File: src/rtl/fsld_pkg.sv
package fsld_pkg;
   // servo variant select encoding
   localparam logic MODE_LEADIN  = 1'b0;
   localparam logic MODE_REGULAR = 1'b1;

   function automatic int unsigned cnt_width(input int unsigned n);
      return (n < 2) ? 1 : $clog2(n);
   endfunction
endpackage

File: src/rtl/fsld_phase.sv
module fsld_phase #(
   parameter int unsigned DECIM = 16
) (
   input  logic clk,
   input  logic rst_n,
   input  logic sync_det,
   input  logic realign_en,
   output logic strobe
);
   localparam int unsigned PW = fsld_pkg::cnt_width(DECIM);
   localparam logic [PW-1:0] LAST = PW'(DECIM - 1);
   localparam bit IS_POW2 = ((DECIM & (DECIM - 1)) == 0);

   logic [PW-1:0] ph_q;
   logic [PW-1:0] ph_next;

   assign strobe = (ph_q == LAST);

   generate
      if (IS_POW2) begin : g_wrap_natural
         assign ph_next = ph_q + 1'b1;
      end else begin : g_wrap_compare
         assign ph_next = strobe ? '0 : ph_q + 1'b1;
      end
   endgenerate

   always_ff @(posedge clk or negedge rst_n) begin
      if (!rst_n) begin
         ph_q <= '0;
      end else if (realign_en && sync_det && !strobe) begin
         ph_q <= '0;
      end else begin
         ph_q <= ph_next;
      end
   end
endmodule

File: src/rtl/fsld_miss.sv
module fsld_miss #(
   parameter int unsigned MISS_LIMIT = 8,
   localparam int unsigned MW = fsld_pkg::cnt_width(MISS_LIMIT + 1)
) (
   input  logic          clk,
   input  logic          rst_n,
   input  logic          strobe,
   input  logic          agree,
   output logic          locked,
   output logic [MW-1:0] miss_cnt
);
   localparam logic [MW-1:0] LIMIT   = MW'(MISS_LIMIT);
   localparam logic [MW-1:0] LIMIT_M = MW'(MISS_LIMIT - 1);

   always_ff @(posedge clk or negedge rst_n) begin
      if (!rst_n) begin
         locked   <= 1'b0;
         miss_cnt <= '0;
      end else if (strobe) begin
         if (agree) begin
            locked   <= 1'b1;
            miss_cnt <= '0;
         end else if (miss_cnt != LIMIT) begin
            miss_cnt <= miss_cnt + 1'b1;
            if (miss_cnt == LIMIT_M) begin
               locked <= 1'b0;
            end
         end
      end
   end
endmodule

File: src/rtl/fsync_lock_det.sv
module fsync_lock_det #(
   parameter int unsigned DECIM      = 16,
   parameter int unsigned MISS_LIMIT = 8
) (
   input  logic clk,
   input  logic rst_n,
   input  logic sync_det,
   output logic locked,
   output logic servo_mode
);
   localparam int unsigned MW = fsld_pkg::cnt_width(MISS_LIMIT + 1);

   generate
      if (DECIM < 2) begin : g_bad_decim
         $error("DECIM must be at least 2");
      end
      if (MISS_LIMIT < 1) begin : g_bad_limit
         $error("MISS_LIMIT must be at least 1");
      end
   endgenerate

   logic          strobe;
   logic          locked_q;
   logic [MW-1:0] miss_cnt;

   fsld_phase #(.DECIM(DECIM)) u_phase (
      .clk        (clk),
      .rst_n      (rst_n),
      .sync_det   (sync_det),
      .realign_en (!locked_q),
      .strobe     (strobe)
   );

   fsld_miss #(.MISS_LIMIT(MISS_LIMIT)) u_miss (
      .clk      (clk),
      .rst_n    (rst_n),
      .strobe   (strobe),
      .agree    (sync_det),
      .locked   (locked_q),
      .miss_cnt (miss_cnt)
   );

   assign locked     = locked_q;
   assign servo_mode = locked_q ? fsld_pkg::MODE_REGULAR : fsld_pkg::MODE_LEADIN;
endmodule

File: config.mk
export PLATFORM = sky130hd
export DESIGN_NAME = fsync_lock_det
export DESIGN_NICKNAME = d
export VERILOG_FILES = /design/src/rtl/fsld_pkg.sv /design/src/rtl/fsld_phase.sv /design/src/rtl/fsld_miss.sv /design/src/rtl/fsync_lock_det.sv
export SDC_FILE = /design/constraint.sdc
export NUM_CORES = 1
export LEC_CHECK = 0
export ABC_AREA = 1
export BUFFER_PORTS_ARGS = -buffer_cell sky130_fd_sc_hd__buf_2
export CAP_MARGIN = 30
export CORE_AREA = 4 4 41 43
export DETAILED_ROUTE_END_ITERATION = 12
export DIE_AREA = 0 0 45 47
export GPL_ROUTABILITY_DRIVEN = 0
export PLACE_DENSITY_LB_ADDON = 0.12
export SLEW_MARGIN = 20
export SYNTH_ARGS = -nofsm -noshare
export SYNTH_HDL_FRONTEND = slang
export SYNTH_SLANG_ARGS = --single-unit
File: constraint.sdc
create_clock -name clk -period 1.8 [get_ports clk]
set_input_delay 0.27 -clock clk [delete_from_list [all_inputs] [get_ports clk]]
set_output_delay 0.27 -clock clk [all_outputs]
set_load 0.1 [all_outputs]
==> results_dict.tcl <==
set metrics [dict create \
    status "finished clean" \
    yosysSeqAreaShare_pct 43.9 \
    hold_class "in -> reg" \
    dp.final_hpwl_um 631 \
    switching_power_w 0.0000917 \
    fin_ws_ps 461 \
    clock_skew_ps 2.70 \
    vdd_drop_max_uv 289 \
    syn2layout_area_growth_pct 13.2 \
    min_period_ps 1340 \
    netlist_area_um2 513 \
    num_vias 352 \
    required_ps 1530 \
    busiest_layer "met1" \
    final-hold-violation-count 0 \
    synth_seq_cells 9 \
    synth_nets 65 \
    rows 13 \
    cp-start-kind "flop" \
    place.port_buffers 4 \
    cp-end-kind "output pin" \
    use_met1_pct 14.0 \
    nNetsFinal 74 \
    r2r_setup_slack_ps 610 \
    tightest_slew_ps 484 \
    pwr-share-comb_pct 6.8 \
    power.share.clock_pct 39.5 \
    grt_pass1_vias 336 \
    clk_pin_slew_ps 60 \
    wire_per_inst_um 9.95 \
    dr.pass1.iters 4 \
    postLayoutCoreUtil_pct 44.6 \
    register_area_um2 225 \
    internal-power_w 0.000303 \
    fp.dieH_um 47 \
    cts_setup_buffers 0 \
    cellPowerDensity_mw_per_mm2 679 \
    critPathTopFamily "buffers and inverters" \
    clk_latency_ps 260 \
    setup_tns_ps 0 \
    die_area_mm2 0.00212 \
    cts_tree "built" \
    n_fill_cell 147 \
    setup_viol 0 \
    arrival_ps 1070 \
    worstSetupPathType "reg -> out" \
    grt_usage_pct 10.1 \
    die_w_um 45 \
    core_area_mm2 0.00130 \
    drc 0 \
    final_antenna_net_count 0 \
    diodes 0 \
    synth_cell_types 17 \
    crit_fanout 4 \
    antenna_found_initial 0 \
    ios 5 \
    maxCapViolCount 0 \
    switching_share_pct 23.2 \
    rsz0062_at_grt "no" \
    critPathBufInv 1 \
    cts.sinks 9 \
    syn_inst 59 \
    root_buffer "clkbuf_4" \
    routed_wl_um 816 \
    fin_crit_sh_pct 74.4 \
    cts_buffers 3 \
    slowest_stage "buf_2" \
    grt_overflow 0 \
    seqPwrFrac_pct 53.6 \
    crit_chain "buf_2" \
    cts_resized 0 \
    ctsHtreeMaxLevel 1 \
    slew_viol_final 0 \
    multi_input_area_um2 254 \
    drive_gt1_share_pct 25.4 \
    slew_headroom_pct 68.0 \
    via_per_inst 4.29 \
    met3_usage_pct 4.60 \
    met2_usage_pct 13.0 \
    cts.path.max_buffers 2 \
    post_synth.cell_area_avg_um2 8.69 \
    drtIter0Drc 4 \
    p_leak_nw 0.320 \
    grt_max_degree 10 \
    yosysWarnings 0 \
    max_freq_ghz 0.747 \
    grt_pass1_wl_mm 1.49 \
    cp_slowest_stage_delay_ps 440 \
    place_ws_ps 610 \
    initial_core_util_pct 39.4 \
]
[state kept, by name, summed over array words and instances, names as in the netlist]
signal           flops
u_miss.locked        1
u_miss.miss_cnt      4
u_phase.ph_q         4
[placed cells by master, fill, tap and decap left out]
cell type,count
inv_1,5
nor2_1,8
dfrtp_1,9
clkbuf_1,1
clkinv_1,1
nand2_4,2
clkbuf_4,3
o21ai_1,1
nand2_2,1
nor2_8,1
inv_2,1
o21ai_2,4
nand4_1,1
nand3_1,4
buf_2,4
nand2_1,15
or2_2,1
xor2_1,1
dlygate4sd3_1,1
ha_1,3
[cells in the mapped netlist]
master    count  area (um2)
nand2_1      15        56.3
nand2_2       1        6.26
nand4_1       1        6.26
inv_2         1        3.75
xor2_1        1        8.76
dfrtp_1       9         225
nor2_8        1        20.0
nand2_4       2        22.5
nor2_1        8        30.0
ha_1          3        37.5
clkinv_1      1        3.75
o21ai_2       4        35.0
inv_1         5        18.8
or2_2         1        6.26
o21ai_1       1        5.00
buf_4         1        7.51
nand3_1       4        20.0
[area by class of cell]
| cell class | count | area share [%] |
|---|---|---|
| multi-input combinational | 42 | 43.8 |
| sequential | 9 | 38.8 |
| timing repair buffer | 5 | 5.17 |
| clock buffer | 4 | 4.53 |
| inverter | 7 | 4.53 |
| tap | 15 | 3.23 |
[per-layer routing]
| layer | share of wire (%) | vias to the layer above |
|---|---|---|
| met4 | 0.98 | 0 |
| met2 | 39 | 6 |
| met3 | 5.6 | 2 |
| met5 | 0 | - |
| met1 | 54 | 145 |
| li1 | - | 199 |
[power by group through the flow]
stage | clock, W | combinational [W] | sequential, W
final | 0.000156 | 0.0000270 | 0.000212
after global routing | 0.000181 | 0.0000320 | 0.000212
after CTS | 0.000167 | 0.0000280 | 0.000211
after detailed placement | 0 | 0.0000261 | 0.000215
after global placement | 0 | 0.0000259 | 0.000215
after floorplan | 0 | 0.0000164 | 0.000215
[path summary, 6_finish.rpt]
kind                                         start                 end  depth (start not counted)
worst max-delay path                 u_miss.locked              locked                          1
worst min-delay path                      sync_det       u_miss.locked                          3
worst max register to register  u_miss.miss_cnt[0]  u_miss.miss_cnt[0]                          8
worst min register to register     u_phase.ph_q[0]     u_phase.ph_q[0]                          1
max in group asynchronous                    rst_n  u_miss.miss_cnt[0]                          2
min in group asynchronous                    rst_n       u_miss.locked                          2
[what timing repair did]
action / in CTS / in global routing
endpoints found under the setup margin: 0 / 0
hold buffers: 1 / 0
hold endpoints to repair: 9 / 0
[logic make-up after synthesis]
| kind of cell | Yosys count | share of synthesized area, % |
|---|---|---|
| AOI/OAI and AO/OA | 5 | 7.80 |
| xor gates and xnor gates | 1 | 1.71 |
| adders and majority gates | 3 | 7.32 |
| buffers and inverters | 8 | 6.58 |
| DFF | 9 | 43.9 |
| and+or+nand+nor | 33 | 32.7 |
[through the flow]
stage	instances	total power, W	area (um2)	hold WS (ps)
after floorplan	59	0.000231	513	-25.6
after CTS	82	0.000407	581	247
final	82	0.000394	581	250
after global placement	77	0.000241	544	134
after global routing	82	0.000424	581	271
after detailed placement	77	0.000241	544	142
[worst reg2reg max path, cell delays in order, from the launching register on]
cell	delay, ps
dfrtp_1	390
inv_1	70
ha_1	190
nand2_1	60
clkinv_1	90
nand2_4	80
nand2_4	70
nand2_1	80
o21ai_2	50
(Power assumes the default switching activity.)
